==> src/rtl/shadow_rom_pkg.sv <==
package shadow_rom_pkg;
  localparam int ADDR_W    = 8;
  localparam int NIB_W     = 4;
  localparam int WORDS     = 2 ** ADDR_W;
  localparam int BYTE_CNT  = WORDS * NIB_W / 8;
  localparam int IDX_W     = $clog2(BYTE_CNT);
  localparam int HDR_BITS  = 32;
  localparam logic [7:0] READ_CMD = 8'h03;

  typedef struct packed {
    logic             txShift;
    logic             rxSample;
    logic             byteWrite;
    logic [IDX_W-1:0] byteIdx;
    logic             loaded;
  } shadowCtl_t;
endpackage

==> src/rtl/shadow_rom_ctrl.sv <==
module shadow_rom_ctrl
  import shadow_rom_pkg::*;
#(
  parameter int CLK_DIV = 4
) (
  input  logic       clk,
  input  logic       rstN,
  output shadowCtl_t ctl,
  output logic       spiSck,
  output logic       spiCsN
);
  localparam int LOW_CYC    = CLK_DIV - CLK_DIV / 2;
  localparam int DIV_W      = (CLK_DIV > 2) ? $clog2(CLK_DIV) : 1;
  localparam int TOTAL_BITS = HDR_BITS + BYTE_CNT * 8;
  localparam int BIT_W      = $clog2(TOTAL_BITS + 1);

  typedef enum logic [1:0] {ST_START, ST_XFER, ST_DONE} loadState_t;

  loadState_t       state;
  logic [DIV_W-1:0] divCnt;
  logic [BIT_W-1:0] bitCnt;
  logic             riseTick;
  logic             fallTick;
  logic [BIT_W-1:0] dataBit;

  assign riseTick = (state == ST_XFER) && (divCnt == DIV_W'(LOW_CYC - 1));
  assign fallTick = (state == ST_XFER) && (divCnt == DIV_W'(CLK_DIV - 1));
  assign dataBit  = bitCnt - BIT_W'(HDR_BITS);

  always_ff @(posedge clk) begin
    if (!rstN) begin
      state  <= ST_START;
      spiCsN <= 1'b1;
      spiSck <= 1'b0;
      divCnt <= '0;
      bitCnt <= '0;
    end else begin
      case (state)
        ST_START: begin
          spiCsN <= 1'b0;
          state  <= ST_XFER;
        end
        ST_XFER: begin
          if (fallTick) begin
            divCnt <= '0;
            spiSck <= 1'b0;
            if (bitCnt == BIT_W'(TOTAL_BITS - 1)) begin
              state  <= ST_DONE;
              spiCsN <= 1'b1;
            end else begin
              bitCnt <= bitCnt + 1'b1;
            end
          end else begin
            divCnt <= divCnt + 1'b1;
            if (riseTick) spiSck <= 1'b1;
          end
        end
        default: begin
          spiCsN <= 1'b1;
          spiSck <= 1'b0;
        end
      endcase
    end
  end

  always_comb begin
    ctl.txShift   = fallTick;
    ctl.rxSample  = riseTick;
    ctl.byteWrite = riseTick && (bitCnt >= BIT_W'(HDR_BITS)) && (bitCnt[2:0] == 3'd7);
    ctl.byteIdx   = IDX_W'(dataBit >> 3);
    ctl.loaded    = (state == ST_DONE);
  end
endmodule

==> src/rtl/shadow_rom_datapath.sv <==
module shadow_rom_datapath
  import shadow_rom_pkg::*;
#(
  parameter int SYNC_STAGES = 2
) (
  input  logic              clk,
  input  logic              rstN,
  input  shadowCtl_t        ctl,
  input  logic              spiMiso,
  output logic              spiMosi,
  input  logic [ADDR_W-1:0] romAddr,
  input  logic              romOeN,
  output logic [NIB_W-1:0]  romData,
  output logic              romDataEn
);
  logic [HDR_BITS-1:0] txReg;
  logic [6:0]          rxReg;
  logic [7:0]          rxByte;
  logic [NIB_W-1:0]    shadowMem [WORDS];
  logic [ADDR_W-1:0]   addrSync [SYNC_STAGES];
  logic [NIB_W-1:0]    dataReg;

  assign spiMosi = txReg[HDR_BITS-1];
  assign rxByte  = {rxReg, spiMiso};

  always_ff @(posedge clk) begin
    if (!rstN) begin
      txReg <= {READ_CMD, {(HDR_BITS-8){1'b0}}};
      rxReg <= '0;
    end else begin
      if (ctl.txShift)  txReg <= txReg << 1;
      if (ctl.rxSample) rxReg <= rxByte[6:0];
    end
  end

  always_ff @(posedge clk) begin
    if (ctl.byteWrite) begin
      shadowMem[{ctl.byteIdx, 1'b0}] <= rxByte[7:4];
      shadowMem[{ctl.byteIdx, 1'b1}] <= rxByte[3:0];
    end
  end

  for (genvar s = 0; s < SYNC_STAGES; s++) begin : g_sync
    always_ff @(posedge clk) begin
      if (!rstN)       addrSync[s] <= '0;
      else if (s == 0) addrSync[s] <= romAddr;
      else             addrSync[s] <= addrSync[(s > 0) ? s - 1 : 0];
    end
  end

  always_ff @(posedge clk) begin
    if (!rstN) dataReg <= '0;
    else       dataReg <= shadowMem[addrSync[SYNC_STAGES-1]];
  end

  assign romData   = ctl.loaded ? dataReg : {NIB_W{1'b1}};
  assign romDataEn = !romOeN;
endmodule

==> src/rtl/spi_shadow_rom.sv <==
module spi_shadow_rom
  import shadow_rom_pkg::*;
#(
  parameter int CLK_DIV = 4
) (
  input  logic              clk,
  input  logic              rstN,
  output logic              spiSck,
  output logic              spiCsN,
  output logic              spiMosi,
  input  logic              spiMiso,
  input  logic [ADDR_W-1:0] romAddr,
  input  logic              romOeN,
  input  logic              romAuxN,
  output logic [NIB_W-1:0]  romData,
  output logic              romDataEn,
  output logic              loadDone
);
  shadowCtl_t ctl;
  logic       unusedAux;

  assign unusedAux = romAuxN;
  assign loadDone  = ctl.loaded;

  shadow_rom_ctrl #(.CLK_DIV(CLK_DIV)) i_ctrl (
    .clk    (clk),
    .rstN   (rstN),
    .ctl    (ctl),
    .spiSck (spiSck),
    .spiCsN (spiCsN)
  );

  shadow_rom_datapath #(.SYNC_STAGES(2)) i_dp (
    .clk       (clk),
    .rstN      (rstN),
    .ctl       (ctl),
    .spiMiso   (spiMiso),
    .spiMosi   (spiMosi),
    .romAddr   (romAddr),
    .romOeN    (romOeN),
    .romData   (romData),
    .romDataEn (romDataEn)
  );
endmodule

==> config.mk <==
export PLATFORM = sky130hd
export DESIGN_NAME = spi_shadow_rom
export DESIGN_NICKNAME = d
export VERILOG_FILES = /design/src/rtl/shadow_rom_pkg.sv /design/src/rtl/shadow_rom_ctrl.sv /design/src/rtl/shadow_rom_datapath.sv /design/src/rtl/spi_shadow_rom.sv
export SDC_FILE = /design/constraint.sdc
export NUM_CORES = 1
export LEC_CHECK = 0
export BUFFER_PORTS_ARGS = -buffer_cell sky130_fd_sc_hd__buf_2
export CAP_MARGIN = 5
export CORE_UTILIZATION = 62
export DETAILED_ROUTE_END_ITERATION = 10
export PLACE_DENSITY_LB_ADDON = 0.15
export SYNTH_ARGS = -nofsm -noshare
export SYNTH_HDL_FRONTEND = slang
export SYNTH_SLANG_ARGS = --single-unit
==> constraint.sdc <==
create_clock -name clk -period 3.7 [get_ports clk]
set_clock_uncertainty 0.05 [all_clocks]
set_input_delay 0 -clock clk [delete_from_list [all_inputs] [get_ports clk]]
set_output_delay 0 -clock clk [all_outputs]
set_load 0.01 [all_outputs]
-- Word level (Yosys, flattened, before mapping)
Memory sizes are Yosys's and may differ from the RTL's. A register that Yosys moved wholly into a read port is not among the register bits.
Index checks and enable logic that the tools add are counted.
- flip-flop bits (word level): 32
- memory bits (writable): 1040
- input bits: 13
- logic and storage cells: 55
- memories kept: 2
- memory list (name ; words ; bits a word ; read ports ; clocked after memory_dff ; wr ports ; RTL line ; source):
    i_dp.shadowMem ; 256 ; 4 ; 1 ; 1 ; 2 ; shadow_rom_datapath.sv:19 ; logic [NIB_W-1:0] shadowMem [WORDS];
    i_dp.addrSync ; 2 ; 8 ; 2 ; 0 ; 2 ; shadow_rom_datapath.sv:20 ; logic [ADDR_W-1:0] addrSync [SYNC_STAGES];
- add/sub/neg operators: 3
- order comparisons: 1
- equal/unequal tests: 9
- multiplexer cells: 17
- bitwise logic cells: 4
- reduce and logical (&&, ||, !) cells: 12
- operator list (operator ; number):
    $mux 8 ; 2
    $add 11x1->11 const B ; 1
    $eq 11x11->1 const B ; 1
    $ge 11x6->1 const B ; 1
    $sub 10x6->10 const B ; 1
    $mux 1 ; 8
    $mux 2 ; 3
    $reduce_and 3->1 ; 2
    $eq 2x1->1 const B ; 2
    $eq 2x2->1 const B ; 2
    $logic_and 1x1->1 ; 4
    $mux 4 ; 1
    $pmux 1 s2 ; 2
    $pmux 2 s2 ; 1
    $reduce_and 2->1 ; 2
    $eq 3x3->1 const B ; 1
    $ne 3x1->1 const B ; 1
    $add 2x1->2 const B ; 1
    $logic_not 1->1 ; 2
    $logic_not 2->1 ; 1
    $ne 2x1->1 const B ; 1
    $ne 2x2->1 const B ; 1
    $not 1->1 ; 2
    $or 1x1->1 ; 2
    $reduce_bool 2->1 ; 1

-- Depth between registers and ports, before layout
- depth after elaboration: 6
- gate-level depth with buffers: 11

-- Cells and area by module
A second synthesis with hierarchy kept.
- cells, all modules: 2220
- area, all modules: 42482.0 µm²
- modules (own cells, without submodules) (module ; times used ; cells each ; area an instance (µm²)):
    shadow_rom_datapath ; 1 ; 2105 ; 41503.6
    shadow_rom_ctrl ; 1 ; 115 ; 978.4

-- Least setup slack after synthesis
OpenSTA, ideal clock, no wires.
- path type: flip-flop to flip-flop
- start: register i_ctrl.bitCnt[5]
- end: memory i_dp.shadowMem[228][0] (enable)
- library setup time: 370 ps
- arrival time: 2557 ps
- required time: 3280 ps
- setup slack: 723 ps
- cell stages (with the launch flop): 11
- buffers on the path: 2
- period minus slack after synthesis: 2977 ps
- cells stage by stage: dfxtp_1 inv_1 ha_1 clkbuf_1 nand2b_1 or4_1 a21oi_1 nor4b_1 nand3_1 clkbuf_1 nor2_1
- RTL lines (item ; RTL line ; source):
    from (decl) ; shadow_rom_ctrl.sv:21 ; logic [BIT_W-1:0] bitCnt;
    from (signal assigned) ; shadow_rom_ctrl.sv:51 ; bitCnt <= bitCnt + 1'b1;
    to (decl) ; shadow_rom_datapath.sv:19 ;

==> results.json <==
{
  "status": "completed",
  "area_growth_pct": 14.0,
  "io_pins": 22,
  "fin_crit_sh": 0.981,
  "yosysWarnings": 0,
  "wl_met2_um": 46100,
  "synth_common_cells": "edfxtp_1, mux4_2, nor2_1, nand2_1, mux2i_1",
  "crit_top_cell": "buf_4",
  "cts_setup_buffers": 0,
  "p_per_area_nw_per_um2": 517,
  "antenna_left": 0,
  "wl_per_cell_um": 29.5,
  "wl_met3_um": 9020,
  "route.detailed.drc": 0,
  "netlist.area_leader.share": 0.732,
  "max_slew_margin": 0.204,
  "portBuffers": 20,
  "grt_max_degree": 91,
  "clkPwrFrac": 0.437,
  "dr_total_vias": 21400,
  "place_area_um2": 44200,
  "worst_path_max_delay_cell": "nor4b_1",
  "path_cells": "inv_1, ha_1, nand2b_1, or4_1, a21oi_1, nor4b_1, nand2_1, buf_4, nor2_1, buf_4",
  "gp_congestion": 0.876,
  "die-area_um2": 68800,
  "grt_usage": 0.284,
  "drv_cap": 0,
  "antenna_cells": 0,
  "critical-path-max-stage-delay_ns": 0.72,
  "p_leak_nw": 15.4,
  "setup_viol": 0,
  "grt_pass1_vias": 21700,
  "pwr-share-seq": 0.534,
  "final_area_um2": 47900,
  "fp-row-count": 95,
  "seq_area_frac_synth": 0.757,
  "routed_wirelength_um": 95700,
  "maxUsedRoutingLayer": "met5",
  "tightest_slew_ns": 1.18,
  "rsz0062_at_grt": "true",
  "die_h_um": 262,
  "power.switching_w": 0.00482,
  "met1_length_um": 37800,
  "avgSynthCellArea_um2": 20.3,
  "cp_max_fo": 9,
  "via_per_inst": 6.59,
  "place_hpwl_um": 56800,
  "cp-end-kind": "register",
  "clkSinkCount": 1076,
  "syn_inst": 2065,
  "cts_max_level": 3,
  "fin_total_pwr_w": 0.0248,
  "ys_types": 59,
  "synth_nets": 2085,
  "fin_crit_ns": 3.63,
  "clkTransAtPathRegs_ns": 0.06,
  "cts_tree": "done",
  "pwr-share-comb": 0.029,
  "drt-pass1-iter-count": 5,
  "overflow": 0,
  "worst_skew_pair.late_latency_ns": 0.66,
  "mappedNetlistArea_um2": 42000,
  "layout.nets": 2306,
  "synth.most_common_cell": "edfxtp_1",
  "root_buffer": "clkbuf_16",
  "synth.ff_latch_count": 1076,
  "drt_iter0_markers": 2551,
  "holdWs_ns": 0.00959,
  "max_freq_mhz": 276,
  "crit_path_start_kind": "register",
  "core_um2": 67000,
  "synthTopCellsByArea": "edfxtp_1, mux4_2, dfxtp_1, mux2i_1, nor2_1",
  "critPathBufInv": 3,
  "cp.required_ns": 4.02,
  "die_w_um": 262,
  "cts_buffer_depth": 3,
  "synth_top_area_cell": "edfxtp_1",
  "crit_family": "simple AND/OR/NAND/NOR gates",
  "maxSlewViolCount": 0,
  "ys_async_sr_fraction": 0,
  "hold_viol": 0,
  "drive_gt1_frac": 0.263,
  "vdd_ir_drop_max_mv": 0.544,
  "antenna_found_initial": 3,
  "p_int_w": 0.0199,
  "synth_ff_type": "edfxtp_1",
  "crit_type": "register to register",
  "synth-edff-count": 1024,
  "cts_buffers": 104,
  "grt_first_pass_wirelength_um": 142000,
  "min_path_type": "input port to register",
  "crit_arrival_ns": 3.95,
  "initial_core_util": 0.626,
  "swShare": 0.195
}
-- tightest hold or removal path: stages --
cell and delay (ns):
buf_4 0.39, nand3_1 0.18, a21boi_0 0.07
-- cell usage in the layout (no fill, tap or decap), types with 10 or more instances in the layout --
cell,Yosys,layout
mux4_1,11,11
nor2_1,156,151
xnor2_1,10,10
and2_1,30,30
clkbuf_1,50,24
o21ai_0,10,10
bufinv_16,0,11
mux4_2,241,241
nand3_1,26,25
mux2i_1,70,70
dlygate4sd3_1,0,17
dfxtp_1,52,41
clkbuf_16,0,115
a211oi_1,10,10
o221ai_1,16,16
a21oi_1,18,18
nor3_1,11,11
buf_4,10,170
a221oi_1,11,11
clkinv_1,2,21
buf_12,7,19
edfxtp_1,1024,1024
clkinv_2,0,15
buf_2,22,19
a21boi_0,14,14
nand2_1,100,99
nor2b_1,12,12
o22ai_1,17,17
-- final cells by class --
class	instances	area (um^2)
multi-input cells	869	9480
inverters	10	38.8
repair buffers	225	1920
fillers	3969	19200
clock inverters	50	522
clock buffers	142	3010
flip-flops and latches	1076	31800
well taps	873	1090
-- power by group through the flow --
| stage | Combinational, W | Sequential [W] | Clock, W |
|---|---|---|---|
| after global routing | 0.000755 | 0.0132 | 0.0114 |
| after detailed placement | 0.000700 | 0.0135 | 0 |
| final | 0.000718 | 0.0132 | 0.0108 |
| after global placement | 0.000692 | 0.0135 | 0 |
| after floorplan | 0.000481 | 0.0135 | 0 |
| after CTS | 0.000717 | 0.0132 | 0.0109 |
-- layer usage --
layer,GRT usage,vias to the layer above
li1,-,8936
met1,0.411,11200
met2,0.446,1101
met3,0.0509,162
met4,0.0962,4
met5,0,-
-- cells by family after synthesis --
group                      count (synthesis)  share of synthesized area
muxes                                    328                      0.154
adders and majority gates                  7                    0.00209
and+or+nand+nor                          370                     0.0393
xor gates and xnor gates                  12                    0.00250
buffers and inverters                    120                     0.0179
AOI/OAI and AO/OA                        152                     0.0268
DFF                                     1076                      0.757
-- registers in the layout, summed over array words and instances, names as in the netlist --
| register | cells |
|---|---|
| i_ctrl.bitCnt | 11 |
| i_ctrl.divCnt | 2 |
| i_ctrl.spiCsN | 1 |
| i_ctrl.spiSck | 1 |
| i_ctrl.state | 2 |
| i_dp.addrSync | 16 |
| i_dp.dataReg | 4 |
| i_dp.rxReg | 7 |
| i_dp.shadowMem | 1024 |
| i_dp.txReg | 8 |
-- repair_timing --
action,CTS,global route
resized for setup,0,7
hold buffers,17,0
hold endpoints to repair,48,0
setup endpoints to repair,0,130
-- stage by stage --
| stage | setup TNS [ns] | cells | setup WS [ns] | utilization |
|---|---|---|---|---|
| CTS | 0 | 3245 | 0.0882 | 0.714 |
| finish | 0 | 3245 | 0.0716 | 0.714 |
| global placement | 0 | 3036 | 0.249 | 0.659 |
| floorplan | 0 | 2065 | 0.723 | - |
| detailed placement | 0 | 3036 | 0.0960 | 0.659 |
| global route | -7.44 | 3245 | -0.143 | 0.714 |
-- path summary, 6_finish.rpt --
check                           slack (ns)                               to                      startpoint  depth (start not counted)
worst max-delay path                  0.07  i_dp.shadowMem[44][2]$_DFFE_PP_   i_ctrl.bitCnt[5]$_SDFFE_PN0P_                         10
worst min-delay path                  0.01       i_dp.rxReg[0]$_SDFFE_PN0P_                         spiMiso                          3
worst max register to register        0.07  i_dp.shadowMem[44][2]$_DFFE_PP_   i_ctrl.bitCnt[5]$_SDFFE_PN0P_                         10
worst min register to register        0.38   i_dp.addrSync[1][0]$_SDFF_PN0_  i_dp.addrSync[0][0]$_SDFF_PN0_                          1
Note: power is estimated with default switching activity, not from simulation.
